==> src/rtl/mcyc_sequencer.sv <==
module mcyc_sequencer #(
  parameter logic [5:0] OP_RTYPE = 6'b000000,
  parameter logic [5:0] OP_LOAD  = 6'b100011,
  parameter logic [5:0] OP_STORE = 6'b101011,
  parameter logic [5:0] OP_BREQ  = 6'b000100
) (
  input  logic       clk,
  input  logic       rst_n,
  input  logic [5:0] opcode,
  input  logic       zero,
  output logic       pc_wr,
  output logic       pc_src,
  output logic       ir_wr,
  output logic       addr_sel,
  output logic       mem_wr,
  output logic       dr_wr,
  output logic       rf_wr,
  output logic       dst_sel,
  output logic       wb_sel,
  output logic       alu_a_sel,
  output logic [1:0] alu_b_sel,
  output logic [1:0] alu_class,
  output logic       res_wr,
  output logic       tgt_wr,
  output logic       illegal
);

  typedef enum logic [3:0] {
    ST_FETCH, ST_DECODE, ST_ADDR, ST_MREAD, ST_LDWB,
    ST_MWRITE, ST_EXEC, ST_RWB, ST_BRANCH
  } st_t;

  st_t st, st_nx;

  wire is_ld  = (opcode == OP_LOAD);
  wire is_st  = (opcode == OP_STORE);
  wire is_rt  = (opcode == OP_RTYPE);
  wire is_beq = (opcode == OP_BREQ);
  wire known  = is_ld | is_st | is_rt | is_beq;

  always_ff @(posedge clk or negedge rst_n)
    if (!rst_n) st <= ST_FETCH;
    else        st <= st_nx;

  always_comb begin
    st_nx = ST_FETCH;
    case (st)
      ST_FETCH:  st_nx = ST_DECODE;
      ST_DECODE: begin
        if (is_ld | is_st) st_nx = ST_ADDR;
        else if (is_rt)    st_nx = ST_EXEC;
        else if (is_beq)   st_nx = ST_BRANCH;
        else               st_nx = ST_FETCH;
      end
      ST_ADDR:   st_nx = is_ld ? ST_MREAD : ST_MWRITE;
      ST_MREAD:  st_nx = ST_LDWB;
      ST_EXEC:   st_nx = ST_RWB;
      default:   st_nx = ST_FETCH;
    endcase
  end

  always_comb begin
    pc_wr = 1'b0; pc_src = 1'b0; ir_wr = 1'b0; addr_sel = 1'b0;
    mem_wr = 1'b0; dr_wr = 1'b0; rf_wr = 1'b0; dst_sel = 1'b0;
    wb_sel = 1'b0; alu_a_sel = 1'b0; alu_b_sel = 2'b00;
    alu_class = 2'b00; res_wr = 1'b0; tgt_wr = 1'b0; illegal = 1'b0;
    if (rst_n) begin
      case (st)
        ST_FETCH: begin
          ir_wr = 1'b1; pc_wr = 1'b1; alu_b_sel = 2'b01;
        end
        ST_DECODE: begin
          tgt_wr = 1'b1; alu_b_sel = 2'b11; illegal = !known;
        end
        ST_ADDR: begin
          alu_a_sel = 1'b1; alu_b_sel = 2'b10; res_wr = 1'b1;
        end
        ST_MREAD: begin
          addr_sel = 1'b1; dr_wr = 1'b1;
        end
        ST_LDWB: begin
          rf_wr = 1'b1; wb_sel = 1'b1;
        end
        ST_MWRITE: begin
          addr_sel = 1'b1; mem_wr = 1'b1;
        end
        ST_EXEC: begin
          alu_a_sel = 1'b1; alu_class = 2'b10; res_wr = 1'b1;
        end
        ST_RWB: begin
          rf_wr = 1'b1; dst_sel = 1'b1;
        end
        ST_BRANCH: begin
          alu_a_sel = 1'b1; alu_class = 2'b01; pc_src = 1'b1; pc_wr = zero;
        end
        default: ;
      endcase
    end
  end

endmodule

==> config.mk <==
export PLATFORM = sky130hd
export DESIGN_NAME = mcyc_sequencer
export DESIGN_NICKNAME = d
export VERILOG_FILES = /design/src/rtl/mcyc_sequencer.sv
export SDC_FILE = /design/constraint.sdc
export NUM_CORES = 1
export LEC_CHECK = 0
export BUFFER_PORTS_ARGS = -buffer_cell sky130_fd_sc_hd__buf_4
export CAP_MARGIN = 20
export CORE_AREA = 2 2 39 41
export CTS_CLUSTER_SIZE = 10
export DETAILED_ROUTE_END_ITERATION = 6
export DIE_AREA = 0 0 41 43
export SLEW_MARGIN = 5
export SYNTH_ARGS = -nofsm -noshare
export SYNTH_HDL_FRONTEND = slang
export SYNTH_SLANG_ARGS = --single-unit
==> constraint.sdc <==
create_clock -name clk -period 3.5 [get_ports clk]
set_input_delay 0.7 -clock clk [delete_from_list [all_inputs] [get_ports clk]]
set_output_delay 0.7 -clock clk [all_outputs]
set_load 0.005 [all_outputs]
# Word-level counts from Yosys, hierarchy flattened
# Cells that the tools add are included.
[totals]
output_inout_bits = 17
wordCells = 57
ff_bits = 4
in_bits = 9
[classes]
n_reduce_logical = 7
mux = 35
bitwise_logic = 3
eq_ne = 11
[op_table]
columns = ["op", "count"]
rows = [
  ["2-to-1 mux 1 bit", 25],
  ["one-hot mux 4 bit (5 select lines)", 1],
  ["== test 4 x 3 -> 1 bit (second input constant)", 4],
  ["== test 6 bit (second input constant)", 2],
  ["2-to-1 mux 4 bit", 3],
  ["== test 4 x 2 -> 1 bit (second input constant)", 2],
  ["== test 6 x 3 -> 1 bit (second input constant)", 1],
  ["zero test 6 bit", 1],
  ["one-hot mux 2 bit (3 select lines)", 1],
  ["OR reduction 2 bit", 3],
  ["== test 4 x 1 -> 1 bit (second input constant)", 1],
  ["== test 4 bit (second input constant)", 1],
  ["zero test 4 bit", 1],
  ["2-to-1 mux 2 bit", 2],
  ["one-hot mux 2 bit (2 select lines)", 1],
  ["2-to-1 mux 3 bit", 1],
  ["bitwise OR 1 bit", 3],
  ["OR reduction 3 bit", 1],
  ["one-hot mux 1 bit (2 select lines)", 1],
  ["zero test 1 bit", 1],
]

# Depth between registers and ports, before layout
# Gate-level depths: netlist of run 1.
[logic_depth]
word_depth = 7
depth_mapped = 5
ltp_nobuf = 3

# Worst setup path after synthesis of run 1
# No wires, ideal clock.
[synth_timing]
path_type = "input -> output"
from = "in opcode[1]"
to = "out illegal"
path_buffers = 0
t_arrival_ns = 1.576
stages = 2
slack_ns = 1.224
path_cell_list = "or4_4 o311a_2"
[synth_via]
elab_chain_cells = 7
word_cells_on_any_way = 10
[synth_rtl]
columns = ["item", "line_no", "rtl"]
rows = [
  ["start: declaration", "9", "input logic [5:0] opcode,"],
  ["== test 6 bit, on equally long branches", "35, 36", ""],
  ["bitwise OR 1 bit (2 in a row)", "39", "wire known = is_ld | is_st | is_rt | is_beq;"],
  ["bitwise OR 1 bit *", "39", ""],
  ["zero test 1 bit *", "73", "tgt_wr = 1'b1; alu_b_sel = 2'b11; illegal = !known;"],
  ["2-to-1 mux 1 bit *", "68", "case (st)"],
  ["2-to-1 mux 1 bit *", "67", "if (rst_n) begin"],
  ["end: declaration", "25", "output logic illegal"],
]
# Mark *: on every way between the ends. The rest lies on a longest branch, timed or not.

# Worst setup path after layout of run 1
# Ends and elaborated chain as after synthesis.

==> results of run 1 <==
synth_stat cells (all sizes together):
cell and n:
o21ai 1, xnor2 1, o21a 1, a211o 1, or4b 1, nor2b 1
a21oi 3, nor4 3, a211oi 1, nand2 1, nor2 12, nor3 4
or3b 1, and3b 1, dfrtp 4, or3 1, a2111oi 1, buf 5
nor3b 3, nand3b 1, o32ai 1, nand2b 2, inv 4, and3 1
or4 1, o311a 1
power groups by stage:
stage / registers [W] / logic (W) / clock network, W
global route: 0.0000792 / 0.000124 / 0.0000628
global placement: 0.0000786 / 0.000110 / 0
finish: 0.0000764 / 0.000111 / 0.0000554
floorplan: 0.0000558 / 0.0000918 / 0
detailed placement: 0.0000778 / 0.000112 / 0
CTS: 0.0000774 / 0.000112 / 0.0000584
critical path: stages:
cell and delay (ns):
buf_4 0.12, or4_4 0.54, o311a_2 0.34, buf_4 0.14
per-stage QoR:
step	total power [W]	worst slack (ns)	hold WS (ns)	util	area, sq um
finish	0.000243	0.967	0.275	0.460	637
floorplan	0.000148	1.22	0.404	-	434
global route	0.000266	0.931	0.267	0.460	637
global placement	0.000189	0.969	0.516	0.444	614
detailed placement	0.000190	0.965	0.519	0.444	614
CTS	0.000248	0.962	0.268	0.460	637
per-layer routing:
layer,GRT usage,vias to the layer above,part of all wire
met2,0.219,23,0.48
met4,0.0200,0,0
met3,0.0628,0,0.087
met5,0,-,0
met1,0.205,216,0.44
li1,-,253,-
layout make-up:
cell class                 count  share of cell area
inverter                       4              0.0236
sequential                     4               0.157
clock buffer                   3              0.0354
tap                           16              0.0314
timing repair buffer          25               0.295
multi-input combinational     44               0.458
final timing paths:
check	to	cells after the start	startpoint
hold reg to reg	st[0]	1	st[0]
setup / recovery	illegal	4	opcode[1]
min in group clk	st[3]	2	opcode[4]
hold / removal	st[1]	1	rst_n
setup reg to reg	st[2]	3	st[0]
max in group asynchronous	st[3]	1	rst_n
cell usage in the layout, fill, tap and decap left out, types with 2 or more instances in the layout:
cell / n
a21oi_1: 3
buf_4: 25
clkbuf_4: 3
dfrtp_1: 4
inv_1: 4
nor2_1: 11
nor3_1: 4
nor3b_1: 3
nor4_1: 2
logic make-up after synthesis:
group | Yosys count | share of synthesized area
AO/OA/AOI/OAI | 10 | 0.167
flip-flops | 4 | 0.231
buffers and inverters | 9 | 0.0980
AND/OR/NAND/NOR | 33 | 0.484
XOR/XNOR | 1 | 0.0202
==> flow_summary.ini, run 1 <==
[finish]
antenna_cells = 0
final_cells = 96
top_register = st
fin_nets = 91
fillerInstances = 148
syn_to_final_growth_pct = 46.7
multiInputGateArea_sq_um = 292
top_regs = st x4
seq_area_sq_um = 100
largest_reg_flops = 4
layout-drive-gt1-share = 0.425

[timing]
tightest_slew_ns = 0.364
layout_worst_path_cycle_share = 0.724
rsz0062_at_grt = no
timing.final.crit_period_ns = 2.53
setup_violations = 0
relSlewSlack = 0.751
final_max_slew_viol_count = 0
timing.fmax_mhz = 395
hold_viol_final = 0
clock_skew_ns = 0.00449
tns_ns = 0

[cts]
htree_levels = 1
cts.clk_slew.worst_paths_ns = 0.04
post_cts_resized = 0
cts_tree = done
clockBufferDepth = 2
cts_hold_buffers = 0
root_buffer = clkbuf_4
clock_latency_ns = 0.23
postCtsSetupBuffers = 0
clock_sinks = 4
cts_buffers = 3

[critical_path]
r2r_slack_ns = 2.07
path_class = in -> out
worstSetupStartpointType = input pin
path_max_fanout = 3
arrival_ns = 1.83
critPathCaptureType = output pin
required_ns = 2.80

[route]
drtIter0Drc = 5
drtPass1Iterations = 4
routed_wl_mm = 1.12
viasPerCell = 5.13
ant_nets = 0
vias = 492
drc = 0
post_drt_wl_per_cell_um = 11.7

[power]
leakagePower_nw = 0.302
seqPwrFrac = 0.315
pwr-share-clk = 0.228
switching_power_w = 0.0000880
p_int_w = 0.000155
power.density_nw_per_um2 = 381
ir_worst_vdd_mv = 0.294
netSwitchingFraction = 0.363
power_frac_comb = 0.457

[yosys]
ys_top_cells_by_area = dfrtp_1, nor2_1, nor3b_1
synth_top_area_share = 0.231
synthCells = 57
yosys_register_bits = 4
yosys_warnings = 0
avgSynthCellArea_sq_um = 7.62
synth_seq_area_share = 0.231
synth_nets = 66
synth.distinct_cells = 30
synthesis.area_sq_um = 434
yosysTopAreaCell = dfrtp_1

[floorplanning]
rows = 14
io_pins = 26
start_util = 0.314
core_sq_um = 1380
fp.dieW_um = 41
die_h_um = 43
dieArea_sq_um = 1760

[global_route]
grt_max_degree = 14
antenna_found_initial = 0
grtUsageTotal = 0.149
grt_pass1_vias = 420
grt-ovfl-total = 0
grt_pass1_wl_mm = 1.83

[place]
dp_cells = 93
dp_hpwl_um = 884
portBuffers = 25
gp_congestion = 0.669

[outcome]
status = complete, no violations

[job]
maxCapViolations = 0

[hold_path]
hp-class = in -> async
(Power assumes the default switching activity.)
==> inputs of run 2 (changes only) <==
--- a/config.mk
+++ b/config.mk
@@ -5,6 +5,7 @@
 export SDC_FILE = /design/constraint.sdc
 export NUM_CORES = 1
 export LEC_CHECK = 0
+export ABC_AREA = 1
 export BUFFER_PORTS_ARGS = -buffer_cell sky130_fd_sc_hd__buf_4
 export CAP_MARGIN = 20
 export CORE_AREA = 2 2 39 41
==> constraint.sdc (replaced) <==
create_clock -name clk -period 2.4 [get_ports clk]
set_input_delay 0.48 -clock clk [delete_from_list [all_inputs] [get_ports clk]]
set_output_delay 0.48 -clock clk [all_outputs]
set_load 0.005 [all_outputs]
==> run 2 against run 1 <==
Core utilization is 1.4 points lower. Final cell count is 19% higher. Global-route usage is 0.37 points lower.
==> flow_summary.ini, run 2 <==
[place]
portBuffers = 25
dp_cells = 111
gp_congestion = 0.706
dp_hpwl_um = 868
dpl_cell_area_sq_um = 596

[cts]
postCtsSetupBuffers = 0
htree_levels = 1
clock_sinks = 4
cts_hold_buffers = 0
cts.clk_slew.worst_paths_ns = 0.04
cts_tree = done
clock_latency_ns = 0.24
post_cts_resized = 0
root_buffer = clkbuf_4
cts_buffers = 3
clockBufferDepth = 2

[yosys]
avgSynthCellArea_sq_um = 5.54
yosys_warnings = 0
ys_top_cells_by_area = dfrtp_1, nor2_1, nand2_1
synth.most_common_cell = nor2_1
synthesis.area_sq_um = 388
synth_top_family_by_area = simple AND/OR/NAND/NOR gates
synth-xor-area-share = 0
synthAdderAreaFrac = 0
synth_edf_count = 0
synth.distinct_cells = 15
muxShareOfSynthArea = 0
synth_compound_area_frac = 0.0839
synthCells = 70
yosys_register_bits = 4
synthArstFlopShare = 1.00
synth_nets = 79
synthFlopType = dfrtp_1
synth_seq_area_share = 0.258
synth-simple-area-share = 0.552
synth_top_area_share = 0.258
synth_commonest_cells = nor2_1, nand2_1, inv_1
yosysTopAreaCell = dfrtp_1

[floorplanning]
dieArea_sq_um = 1760
start_util = 0.280
io_pins = 26
rows = 14
core_sq_um = 1380
die_h_um = 43
fp.dieW_um = 41

[route]
drtIter0Drc = 9
ant_nets = 0
drtPass1Iterations = 4
routed_wl_mm = 1.03
vias = 509
drc = 0
post_drt_wl_per_cell_um = 9.00
viasPerCell = 4.46

[timing]
relSlewSlack = 0.859
layout_worst_path_cycle_share = 0.724
tightest_slew_ns = 0.210
hold_viol_final = 0
final_max_slew_viol_count = 0
clock_skew_ns = 0.00696
rsz0062_at_grt = no
timing.final.crit_period_ns = 1.74
tns_ns = 0
timing.fmax_mhz = 575
setup_violations = 0

[finish]
syn_to_final_growth_pct = 59.4
final_area_sq_um = 618
final_cells = 114
largest_reg_flops = 4
layout-drive-gt1-share = 0.378
final_common_cell = buf_4
fin_nets = 109
antenna_cells = 0
top_register = st
top_regs = st x4
final_cell_mix = buf_4, nor2_1, nand2_1

[critical_path]
path_class = reg -> out
rr_startpoint = st[2]
critPathCaptureType = output pin
worst-r2r-cell-count = 3
worstSetupStartpointType = flop
r2r_slack_ns = 1.41
arrival_ns = 1.26
r2r_end = st[3]
required_ns = 1.92
path_max_fanout = 5

[global_route]
grt_pass1_wl_mm = 1.68
met3_usage = 0.0314
grt_pass1_vias = 424
antenna_found_initial = 0
grtUsageTotal = 0.145
gr-max-usage-layer = met2
use_met2 = 0.231
gr-usage-met1 = 0.150
grt_max_degree = 8
grt-ovfl-total = 0

[power]
power_w = 0.000340
leakagePower_nw = 0.363
ir_worst_vdd_mv = 0.193
power.density_nw_per_um2 = 550

[hold_path]
hp-class = in -> async

[job]
maxCapViolations = 0

[outcome]
status = complete, no violations
[run 2: cell types whose count changed after synthesis, sizes merged, moves of 5 or more]
cell,previous run,this run
nand2,1,15
inv,4,11
nand3,0,8
nor2,12,26
buf,5,0
[run 2: where the power goes]
part	switching, W	internal, W	total (W)
registers	0.0000132	0.0000786	0.0000918
clock network	0.0000277	0.0000559	0.0000837
logic	0.0000880	0.0000763	0.000164
total	0.000129	0.000211	0.000340
[run 2: cell families (layout without fill, tap and decap cells)]
group | count (synthesis) | after routing
AOI/OAI and AO/OA | 5 | 5
buffers and inverters | 11 | 39
DFF | 4 | 4
and+or+nand+nor | 50 | 50
[run 2: final cells by class]
type | instances | area, sq um
repair buffers | 25 | 188
inverters | 11 | 41.3
clock buffers | 3 | 22.5
multi-input cells | 55 | 246
well taps | 16 | 20.0
fillers | 157 | 766
flip-flops and latches | 4 | 100
[run 2: how the worst max path moves through the flow]
stage          startpoint        end  slack, ns  cells after the start
2_1_floorplan       rst_n    illegal       1.05                      4
5_1_grt             st[1]  alu_a_sel       0.52                      4
6_report            st[1]  alu_a_sel       0.66                      4
4_1_cts             st[1]  alu_a_sel       0.64                      4
3_5_place_dp        rst_n   addr_sel       0.78                      4
3_3_place_gp        rst_n    illegal       0.79                      6
[run 2: stage by stage]
step	hold slack (ns)	util	worst slack, ns
floorplan	0.184	-	1.05
global placement	0.292	0.430	0.792
detailed placement	0.293	0.430	0.784
CTS	0.0374	0.447	0.644
global route	0.0492	0.447	0.518
finish	0.0433	0.447	0.661
[run 2: per-layer routing]
layer | vias up | share of wire
met4 | 0 | 0
met5 | - | 0
li1 | 276 | -
met1 | 212 | 0.40
met3 | 0 | 0.071
met2 | 21 | 0.53
[run 2: worst max-delay path, stage by stage (launching register included)]
cell and delay (ns):
dfrtp_1 0.42, nor2_1 0.18, nand3_1 0.16, a21oi_2 0.16, buf_4 0.11
==> inputs of run 3 (changes only) <==
==> constraint.sdc (replaced) <==
create_clock -name clk -period 1.8 [get_ports clk]
set_input_delay 0.36 -clock clk [delete_from_list [all_inputs] [get_ports clk]]
set_output_delay 0.36 -clock clk [all_outputs]
set_load 0.005 [all_outputs]
==> run 3 against run 2 <==
Design area grew 1.6%. First-iteration DRC count decreased by 67%. Global-route usage decreased by 0.72 points. Core utilization up 0.72 points.
==> flow_summary.ini, run 3 (synthesized netlist as in run 2, its figures left out) <==
[timing]
hold_viol_final = 0
setup_violations = 0
setup_ws_ns = 0.188
timing.final.crit_period_ns = 1.61
timing.fmax_mhz = 620
rsz0062_at_grt = no
layout_worst_path_cycle_share = 0.896
final_max_slew_viol_count = 0
tightest_slew_ns = 0.210
clock_skew_ns = 0.00456
relSlewSlack = 0.860
tns_ns = 0

[global_route]
grt_pass1_vias = 417
grt-ovfl-total = 0
antenna_found_initial = 0
grtUsageTotal = 0.138
grt_pass1_wl_mm = 1.57
grt_max_degree = 8

[cts]
htree_levels = 1
cts_tree = done
cts_buffers = 3
cts_hold_buffers = 1
root_buffer = clkbuf_4
clock_sinks = 4
postCtsSetupBuffers = 0
cts.clk_slew.worst_paths_ns = 0.04
clock_latency_ns = 0.24
post_cts_resized = 0
clockBufferDepth = 2

[floorplanning]
io_pins = 26
die_h_um = 43
dieArea_sq_um = 1760
fp.dieW_um = 41
core_sq_um = 1380
rows = 14
start_util = 0.280

[route]
post_drt_wl_per_cell_um = 8.73
viasPerCell = 4.47
routed_wl_mm = 1.00
drtIter0Drc = 3
ant_nets = 0
vias = 514
drc = 0
drtPass1Iterations = 2

[finish]
syn_to_final_growth_pct = 61.9
layout-drive-gt1-share = 0.374
postLayoutCoreUtil = 0.454
top_regs = st x4
final_cells = 115
fin_nets = 110
largest_reg_flops = 4
final_cell_mix = buf_4, nor2_1, nand2_1
top_register = st
final_common_cell = buf_4
antenna_cells = 0

[critical_path]
critPathCaptureType = output pin
path_class = reg -> out
worstSetupStartpointType = flop
arrival_ns = 1.25
path_max_fanout = 6
required_ns = 1.44

[place]
gp_congestion = 0.752
dp_slack_ns = 0.412
dp_hpwl_um = 848
portBuffers = 25
dp_cells = 111

[power]
leakagePower_nw = 0.367
ir_worst_vdd_mv = 0.264
power.density_nw_per_um2 = 723

[outcome]
status = complete, no violations

[job]
maxCapViolations = 0

[hold_path]
hp-class = in -> reg
run 3: worst max-delay path, cell delays in order (launching register included):
cell and delay, ns:
dfrtp_1 0.40, inv_2 0.10, nand3_1 0.17, o22ai_1 0.21, buf_4 0.13
run 3: worst paths after layout:
path | slack, ns | depth (start not counted) | from | endpoint
setup / recovery | 0.19 | 4 | st[3] | addr_sel
hold / removal | 0.41 | 4 | opcode[3] | st[3]
setup reg to reg | 0.83 | 5 | st[3] | st[2]
hold reg to reg | 0.61 | 3 | st[3] | st[1]
max in group asynchronous | 1.12 | 2 | rst_n | st[0]
min in group asynchronous | 0.51 | 2 | rst_n | st[2]
run 3: where the power goes:
part / switching (W) / total (W) / internal (W)
clock: 0.0000370 / 0.000112 / 0.0000746
combinational: 0.000117 / 0.000221 / 0.000103
sequential: 0.0000173 / 0.000122 / 0.000105
total: 0.000172 / 0.000454 / 0.000283
run 3: per-stage QoR:
step,hold slack [ns],area [sq um],power (W)
floorplan,0.0644,388,0.000246
global placement,0.172,596,0.000342
detailed placement,0.172,596,0.000345
CTS,0.409,628,0.000465
global route,0.446,628,0.000494
finish,0.415,628,0.000454
run 3: area by class of cell:
| class | instances | area, sq um |
|---|---|---|
| Fill cell | 164 | 756 |
| Multi-Input combinational cell | 55 | 246 |
| Timing Repair Buffer | 26 | 198 |
| Sequential cell | 4 | 100 |
| Inverter | 11 | 41.3 |
| Clock buffer | 3 | 22.5 |
| Tap cell | 16 | 20.0 |
run 3: layer usage:
layer	up-vias	wire, um	global-route usage
li1	279	-	-
met1	214	396	0.143
met2	21	535	0.216
met3	0	72	0.0314
met4	0	0	0.120
met5	-	0	0
